### config.mk
export PLATFORM = sky130hd
export DESIGN_NAME = rbs_boot_seq
export DESIGN_NICKNAME = d
export VERILOG_FILES = /design/src/rtl/rbs_pkg.sv /design/src/rtl/rbs_sync.sv /design/src/rtl/rbs_settle.sv /design/src/rtl/rbs_bootword.sv /design/src/rtl/rbs_boot_seq.sv
export SDC_FILE = /design/constraint.sdc
export NUM_CORES = 1
export LEC_CHECK = 0
export ABC_AREA = 0
export ABC_CLOCK_PERIOD_IN_PS = 1700
export BUFFER_PORTS_ARGS = -buffer_cell sky130_fd_sc_hd__buf_2
export CAP_MARGIN = 20
export CORE_ASPECT_RATIO = 0.9
export CORE_UTILIZATION = 48
export CTS_CLUSTER_SIZE = 28
export DETAILED_ROUTE_END_ITERATION = 16
export GPL_TIMING_DRIVEN = 0
export PLACE_DENSITY = 0.77
export SYNTH_ARGS = -nofsm -noshare
export SYNTH_HDL_FRONTEND = slang
export SYNTH_SLANG_ARGS = --single-unit
### constraint.sdc
create_clock -name clk -period 1.7 [get_ports clk]
set_input_delay 0.34 -clock clk [delete_from_list [all_inputs] [get_ports clk]]
set_output_delay 0.34 -clock clk [all_outputs]
set_load 0.02 [all_outputs]
### src/rtl/rbs_pkg.sv
package rbs_pkg;
    typedef enum logic [2:0] {
        ST_HOLD   = 3'd0,
        ST_WAIT   = 3'd1,
        ST_FETCH0 = 3'd2,
        ST_FETCH1 = 3'd3,
        ST_LOAD   = 3'd4,
        ST_RUN    = 3'd5
    } rbs_state_e;
endpackage

### src/rtl/rbs_sync.sv
module rbs_sync #(
    parameter int STAGES = 2
) (
    input  logic clk,
    input  logic arst_n,
    output logic rel_q
);
    logic [STAGES-1:0] chain_d, chain_q;

    generate
        if (STAGES == 1) begin : g_one
            always_comb chain_d = 1'b1;
        end else begin : g_many
            always_comb chain_d = {chain_q[STAGES-2:0], 1'b1};
        end
    endgenerate

    always_ff @(posedge clk or negedge arst_n) begin
        if (!arst_n) chain_q <= '0;
        else         chain_q <= chain_d;
    end

    assign rel_q = chain_q[STAGES-1];
endmodule

### src/rtl/rbs_settle.sv
module rbs_settle #(
    parameter int CYCLES = 131072,
    localparam int CW = $clog2(CYCLES + 1)
) (
    input  logic clk,
    input  logic clear,
    input  logic active,
    output logic done
);
    logic [CW-1:0] cnt_d, cnt_q;

    always_comb begin
        done  = active && (cnt_q == CW'(CYCLES - 1));
        cnt_d = (clear || !active) ? '0 : cnt_q + CW'(1);
    end

    always_ff @(posedge clk) cnt_q <= cnt_d;
endmodule

### src/rtl/rbs_bootword.sv
module rbs_bootword #(
    parameter int PCW = 14,
    parameter int DW  = 8,
    localparam int HB = PCW - DW
) (
    input  logic [DW-1:0]  hi_byte,
    input  logic [DW-1:0]  lo_byte,
    output logic [PCW-1:0] pc,
    output logic           mbe,
    output logic           rbe
);
    always_comb begin
        pc  = {hi_byte[HB-1:0], lo_byte};
        mbe = hi_byte[DW-1];
        rbe = hi_byte[DW-2];
    end
endmodule

### src/rtl/rbs_boot_seq.sv
module rbs_boot_seq
    import rbs_pkg::*;
#(
    parameter int WAIT_CYCLES = 131072,
    parameter int SYNC_STAGES = 2,
    parameter int PCW         = 14,
    parameter int DW          = 8,
    parameter int AW          = 14
) (
    input  logic           clk,
    input  logic           rst_in_n,
    input  logic           standby_i,
    output logic           mem_rd_o,
    output logic [AW-1:0]  mem_addr_o,
    input  logic [DW-1:0]  mem_rdata_i,
    output logic           run_en_o,
    output logic           boot_load_o,
    output logic [PCW-1:0] pc_o,
    output logic           mbe_o,
    output logic           rbe_o,
    output logic           from_standby_o
);
    typedef struct packed {
        rbs_state_e     state;
        logic [DW-1:0]  hi;
        logic [PCW-1:0] pc;
        logic           mbe;
        logic           rbe;
        logic           run;
        logic           load;
        logic           stby;
    } seq_t;

    seq_t seq_d, seq_q;

    logic           rst_sync;
    logic           wait_done;
    logic [PCW-1:0] dec_pc;
    logic           dec_mbe;
    logic           dec_rbe;

    rbs_sync #(.STAGES(SYNC_STAGES)) u_sync (
        .clk    (clk),
        .arst_n (rst_in_n),
        .rel_q  (rst_sync)
    );

    rbs_settle #(.CYCLES(WAIT_CYCLES)) u_settle (
        .clk    (clk),
        .clear  (!rst_sync),
        .active (seq_q.state == ST_WAIT),
        .done   (wait_done)
    );

    rbs_bootword #(.PCW(PCW), .DW(DW)) u_word (
        .hi_byte (seq_q.hi),
        .lo_byte (mem_rdata_i),
        .pc      (dec_pc),
        .mbe     (dec_mbe),
        .rbe     (dec_rbe)
    );

    always_comb begin
        seq_d      = seq_q;
        seq_d.load = 1'b0;
        if (!rst_sync) begin
            seq_d.state = ST_HOLD;
            seq_d.hi    = '0;
            seq_d.pc    = '0;
            seq_d.mbe   = 1'b0;
            seq_d.rbe   = 1'b0;
            seq_d.run   = 1'b0;
            seq_d.stby  = standby_i;
        end else begin
            unique case (seq_q.state)
                ST_HOLD:   seq_d.state = ST_WAIT;
                ST_WAIT:   if (wait_done) seq_d.state = ST_FETCH0;
                ST_FETCH0: seq_d.state = ST_FETCH1;
                ST_FETCH1: begin
                    seq_d.hi    = mem_rdata_i;
                    seq_d.state = ST_LOAD;
                end
                ST_LOAD: begin
                    seq_d.pc    = dec_pc;
                    seq_d.mbe   = dec_mbe;
                    seq_d.rbe   = dec_rbe;
                    seq_d.run   = 1'b1;
                    seq_d.load  = 1'b1;
                    seq_d.state = ST_RUN;
                end
                ST_RUN:    seq_d.state = ST_RUN;
                default:   seq_d.state = ST_HOLD;
            endcase
        end
    end

    always_ff @(posedge clk) seq_q <= seq_d;

    assign mem_rd_o       = (seq_q.state == ST_FETCH0) || (seq_q.state == ST_FETCH1);
    assign mem_addr_o     = (seq_q.state == ST_FETCH1) ? AW'(1) : '0;
    assign run_en_o       = seq_q.run;
    assign boot_load_o    = seq_q.load;
    assign pc_o           = seq_q.pc;
    assign mbe_o          = seq_q.mbe;
    assign rbe_o          = seq_q.rbe;
    assign from_standby_o = seq_q.stby;
endmodule

==> metrics.csv, run 1 <==
metric;value;unit
design area;2516;um2
Setup Viol. Count Final;0;
clock tree from TritonCTS;built;
main area contributors after synthesis;dfxtp_1 45%, buf_4 9.6%, nand2_1 8.0%;
crit path from;u_settle.cnt_q[0];
type of origin of the critical path;flop;
pre-CTS WS;-0.1303;ns
placed cell areas;2362;um2
Synth Instances;249;
PortBufs;31;
average wire per standard cell;11.18;um
row cnt;22;
Clock Sink Count;50;
Layout Cells excl Fill;349;
class of the tightest hold or removal check;input port to flop;
MaxCap Viol Count;0;
H-tree depth;2;
vias;1659;
crit path to;u_settle.cnt_q[16];
largest net degree at the start of global routing;15;
total die area;4648;um2
worst path required time;1.94;ns
clk slew on worst S/H paths;0.08;ns
Die Span Y;64.78;um
Yosys reg bits;50;
R2R depth;5;
top cell type's share of synthesized area;0.4476;
hpwl dp;2817;um
CP arrival;1.87;ns
First-pass DRT Iterations;4;
Peak Freq;0.6116;GHz
category of the critical setup timing path;flop to flop;
CTS root buffer;clkbuf_8;
Ys Warns;0;
routability cong.;0.7530;
fin worst setup slack;0.06485;ns
first-pass GRT wire length;6430;um
GRT Overall Usage;0.1824;
clock latency on the worst-skew pair;0.30;ns
Period Utilization, post-route;0.9619;
peak supply drop;0.5383;mV
Ports;45;
via/cell ratio;4.754;
final hold viol count;0;
RSZ-0062 raised after global routing;no;
CTS Buf Count;5;
layout cells sized above 1;0.2824;
syn avg cell area;8.442;um2
starting density of the core;0.5091;
Reg2Reg Launch Point;u_settle.cnt_q[0];
CP endpoint kind;flop;
clk_skew;0.001771;ns
remaining antenna violation count;0;
DP Cell Count;340;
sequential element share of the synthesized area;0.4857;
Ant. Diodes;0;
maximum root-to-sink buffer count;2;
Cell Pwr Density;776.4;nW/um2
nets@finish;312;
post-synthesis cell type count;35;
P_leak;0.001023;uW
Final Max Slew Viols;0;
drt initial violations;66;
status;completed;
dominant cell type by area after synthesis;dfxtp_1;
DRT Wirelength;3902;um
min Tclk post-route;1.635;ns
R2R setup slack;0.06;ns
maximum net fanout on the critical path;7;
Die W;71.76;um
core area;4129;um2
vias in the first global route;1456;
initial antenna violation count;0;
Post-route DRC;0;
Post-Syn Area;2102;um2
Area growth syn-to-layout;19.70;%
Congestion Overflow GR;0;
reg2reg end;u_settle.cnt_q[16];
==> synthesized netlist by cell type <==
| cell type | instances |
|---|---|
| a211oi_1 | 1 |
| a21oi_1 | 28 |
| a31o_2 | 2 |
| a31oi_1 | 1 |
| buf_1 | 2 |
| buf_4 | 27 |
| clkbuf_1 | 7 |
| conb_1 | 2 |
| dfrtp_1 | 2 |
| dfxtp_1 | 47 |
| edfxtp_1 | 1 |
| ha_1 | 1 |
| inv_1 | 10 |
| inv_2 | 1 |
| nand2_1 | 45 |
| nand2_2 | 1 |
| nand2b_1 | 1 |
| nand3_1 | 10 |
| nand3_2 | 2 |
| nand3b_1 | 3 |
| nand4_1 | 4 |
| nor2_1 | 21 |
| nor2b_1 | 2 |
| nor3_1 | 3 |
| nor3b_1 | 1 |
| nor4_1 | 3 |
| nor4_4 | 1 |
| o21ai_0 | 3 |
| o31ai_1 | 1 |
| or2_2 | 1 |
| or3_1 | 1 |
| or3_4 | 1 |
| or4_1 | 1 |
| xnor2_1 | 11 |
| xor2_1 | 1 |
==> cell families (layout without fill, tap and decap cells) <==
group,Yosys count,in the layout,share of synthesized area
flops,50,50,0.4857
buf+inv,47,87,0.1321
fa+ha+maj,1,1,0.005951
simple gates,101,101,0.2304
compound gates,36,36,0.09226
other cells,2,14,0.003573
xor+xnor,12,12,0.05000
==> routing by layer <==
| layer | vias to the layer above | share of wire | global-route usage |
|---|---|---|---|
| met2 | 36 | 0.47 | 0.3078 |
| met4 | 0 | 0.010 | 0.05882 |
| met1 | 745 | 0.47 | 0.2159 |
| met5 | - | 0 | 0 |
| met3 | 5 | 0.047 | 0.06532 |
| li1 | 873 | - | - |
==> registers in the layout, indices dropped and copies added (netlist names) <==
register,cells
boot_load_o,1
from_standby_o,1
mbe_o,1
pc_o,14
rbe_o,1
run_en_o,1
seq_q,11
u_settle.cnt_q,18
u_sync.chain_q,2
==> cell type report <==
cell class,instances,area [um2]
tap,48,60.06
sequential,50,1025
fill,365,1613
multi-input combinational,164,889.6
buffer,36,252.7
inverter,11,41.29
clock buffer,8,80.08
timing repair buffer,32,167.7
==> worst min path at each step <==
stage,startpoint,endpoint,slack (ns),cells past startpoint
after detailed placement,rst_in_n,u_sync.chain_q[0],0.13,1
final,standby_i,from_standby_o,0.21,1
after floorplan,rst_in_n,u_sync.chain_q[0],0.04,0
after global placement,rst_in_n,u_sync.chain_q[0],0.13,1
after CTS,standby_i,from_standby_o,0.20,1
after global routing,standby_i,from_standby_o,0.19,1
==> critical path, stage by stage (launching register included) <==
cell and delay (ns):
dfxtp_2 0.38, ha_4 0.17, nand3_4 0.12, or4_1 0.44
or3_1 0.32, a21oi_1 0.14
==> power by group <==
part           switching (uW)  internal (uW)  leakage, uW
Sequential               6.85           1180     0.000413
Clock                     364            293    0.0000395
Combinational            65.8           42.2     0.000571
==> cell usage in the layout, fill, tap and decap left out, drive strengths merged, types with 2 or more instances in the layout <==
master / instances
a21oi: 28
a31o: 2
buf: 60
clkbuf: 15
conb: 14
dfrtp: 2
dfxtp: 47
inv: 11
nand2: 46
nand3: 12
nand3b: 3
nand4: 4
nor2: 21
nor2b: 2
nor3: 3
nor4: 4
o21ai: 3
or3: 2
xnor2: 11
==> through the flow <==
stage | util | power, uW | hold WS [ns] | TNS, ns
after CTS | 0.6021 | 1961 | 0.2025 | 0
after global placement | 0.5721 | 1313 | 0.1266 | -0.1416
after detailed placement | 0.5721 | 1314 | 0.1279 | -0.1842
final | 0.6094 | 1954 | 0.2083 | 0
after floorplan | - | 1287 | 0.04441 | 0
after global routing | 0.6094 | 2040 | 0.1920 | 0
==> repair_timing <==
item | 4_1_cts | 5_1_grt
setup endpoints to repair | 4 | 25
pin swaps | 0 | 1
gates resized for setup | 11 | 12
hold buffers | 1 | 0
setup buffers | 0 | 0
hold endpoints to repair | 2 | 0
Power figures use the tool's default switching activity.
==> run 2: changes to the inputs <==
- ABC_AREA: 0 -> 1
- CORE_UTILIZATION: 48 -> 49
- PLACE_DENSITY: 0.77 -> 0.78
==> metrics.csv, run 2 <==
metric;value;unit;change
worst path cell trace;inv_2 > nand3_4 > inv_4 > buf_2;;
average wire per standard cell;10.01;um;-10%
met2 usage;0.3119;;+0.004133
H-tree depth;2;;unchanged
category of the critical setup timing path;flop to primary output;;
top cell type's share of synthesized area;0.4265;;-0.02107
Comb power frac;0.135;;+0.080
GRT Overall Usage;0.1933;;+0.01095
CP peak stage delay;0.33;ns;-0.11 ns
RSZ-0062 raised after global routing;no;;
Reg with most FFs;u_settle.cnt_q;;
syn avg cell area;7.580;um2;-10%
met1 Use GR;0.2560;;+0.04012
Ant. Diodes;0;;unchanged
initial antenna violation count;0;;unchanged
GR peak layer;met2;;
Congestion Overflow GR;0;;unchanged
Area growth syn-to-layout;18.15;%;
Period Utilization, post-route;0.9216;;-0.04028
Ports;45;;unchanged
post-synthesis cell type count;27;;-23%
met3 Track Usage GR;0.03221;;-0.03311
PortBufs;31;;unchanged
maximum root-to-sink buffer count;2;;unchanged
clk slew on worst S/H paths;0.09;ns;about the same
clock tree from TritonCTS;built;;
sequential element share of the synthesized area;0.4628;;-0.02287
routability cong.;0.7986;;+6.1%
CP endpoint kind;primary output;;
CTS root buffer;clkbuf_8;;
core area;4184;um2;+1.3%
drt initial violations;138;;+110%
Psw;613.3;uW;+41%
most common cell in the synthesized netlist;nor2_1;;
internal power;1727;uW;+14%
ys flop type;dfxtp_1;;
vias in the first global route;1641;;+13%
clock power share;0.324;;-0.012
layout cells sized above 1;0.2478;;-0.03458
class of the tightest hold or removal check;input port to flop;;
status;completed;;
design area;2606;um2;+3.6%
Post-synth top cells;78 x nor2_1, 47 x dfxtp_1, 35 x nand2_1;;
CTS Buf Count;5;;unchanged
peak supply drop;0.6301;mV;+17%
starting density of the core;0.5272;;+0.01812
total die area;4774;um2;+2.7%
remaining antenna violation count;0;;unchanged
worst path required time;1.36;ns;-0.58 ns
Cell Pwr Density;898.1;nW/um2;+16%
nets@finish;354;;+13%
fillers;405;;+11%
type of origin of the critical path;flop;;
Final Max Slew Viols;0;;unchanged
min Tclk post-route;1.567;ns;-0.06847 ns
Peak Freq;0.6383;GHz;+4.4%
commonest non-fill, non-tap cell in the layout;nor2_1;;
hpwl dp;2997;um;+6.4%
placed cell areas;2481;um2;+5.0%
clk_skew;0.006857;ns;+0.005086 ns
Post-route DRC;0;;unchanged
max FFs per register;18;;unchanged
Clock Sink Count;50;;unchanged
Crit path max-delay family;buffers and inverters;;
main area contributors after synthesis;dfxtp_1 43%, nor2_1 13%, buf_4 9.2%;;
Ys Warns;0;;unchanged
most frequent cells in the layout;78 x nor2_1, 46 x dfxtp_1, 35 x nand2_1;;
Die Span Y;65.65;um;+1.3%
CP arrival;1.23;ns;-0.64 ns
Buf/Inv on CP;3;;+3
maximum net fanout on the critical path;10;;+3
fin worst setup slack;0.1333;ns;+0.06847 ns
Die W;72.73;um;+1.4%
largest net degree at the start of global routing;16;;+1
sw frac;0.2620;;+0.03872
DRT Wirelength;4036;um;+3.4%
Post-synth EDFFs;1;;unchanged
Post-Syn Area;2206;um2;+4.9%
final hold viol count;0;;unchanged
MaxCap Viol Count;0;;unchanged
pre-CTS WS;0.2633;ns;+0.3936 ns
via/cell ratio;4.501;;-5.3%
clock latency on the worst-skew pair;0.31;ns;about the same
vias;1814;;+9.3%
row cnt;22;;unchanged
Setup Viol. Count Final;0;;unchanged
Yosys reg bits;50;;unchanged
dominant cell type by area after synthesis;dfxtp_1;;
first-pass GRT wire length;7127;um;+11%
slowest CP cell;dfxtp_1;;
total negative slack;0;ns;unchanged
Flop pwr share;0.540;;-0.069
Async SR Flop Fraction;0.04000;;unchanged
P_leak;0.001170;uW;+14%
Synth Instances;291;;+17%
First-pass DRT Iterations;4;;unchanged
## run 2: final timing paths
path | startpoint | cells after the start | slack (ns) | endpoint
max | seq_q[29] | 4 | 0.13 | mem_addr_o[0]
min | standby_i | 1 | 0.21 | from_standby_o
max reg2reg | u_settle.cnt_q[0] | 6 | 0.26 | seq_q[27]
min reg2reg | u_sync.chain_q[0] | 0 | 0.36 | u_sync.chain_q[1]
max in group asynchronous | rst_in_n | 2 | 1.27 | u_sync.chain_q[0]
min in group asynchronous | rst_in_n | 2 | 0.33 | u_sync.chain_q[1]
## run 2: routing by layer
layer  vias up  routed length [um]
met5         -                   0
met4         0                  65
met3         6                 154
met2        45                1788
met1       785                2029
li1        978                   -
## run 2: area by class of cell
| class | count | area (um2) | share of cell area |
|---|---|---|---|
| well taps | 60 | 75.07 | 0.02880 |
| clock buffers | 6 | 93.84 | 0.03601 |
| clock inverters | 2 | 10.01 | 0.003841 |
| plain buffers | 32 | 231.5 | 0.08881 |
| inverters | 25 | 97.59 | 0.03745 |
| repair buffers | 32 | 165.2 | 0.06337 |
| flip-flops and latches | 50 | 1022 | 0.3922 |
| multi-input cells | 196 | 910.9 | 0.3495 |
## run 2: power by group through the flow
stage | sequential, uW | clock, uW | combinational (uW)
finish | 1260 | 759 | 317
global placement | 1290 | 0 | 306
global route | 1270 | 817 | 356
CTS | 1260 | 773 | 318
floorplan | 1290 | 0 | 234
detailed placement | 1290 | 0 | 311
## run 2: logic make-up (layout without fill, tap and decap cells)
kind of cell,after synthesis,after routing,share of synthesized area
AO/OA/AOI/OAI,46,46,0.1078
buffers and inverters,57,97,0.1480
flip-flops,50,50,0.4628
XOR/XNOR,3,3,0.01191
adder cells (fa/ha/maj),1,1,0.005671
AND/OR/NAND/NOR,132,132,0.2604
other,2,14,0.003405
## run 2: what timing repair did
action,4_1_cts,5_1_grt
setup endpoints to repair,1,1
hold buffers,1,0
gates resized for setup,2,2
hold endpoints to repair,2,0
gates cloned,0,0
buffers inserted,0,0
pin swaps,0,0
## run 2: through the flow
step | hold WS [ns] | util | power (uW) | cells
detailed placement | 0.1269 | 0.5930 | 1601 | 394
finish | 0.2134 | 0.6229 | 2341 | 403
CTS | 0.2121 | 0.6226 | 2356 | 403
global route | 0.2110 | 0.6229 | 2446 | 403
floorplan | 0.04441 | - | 1523 | 303
global placement | 0.1267 | 0.5930 | 1592 | 394
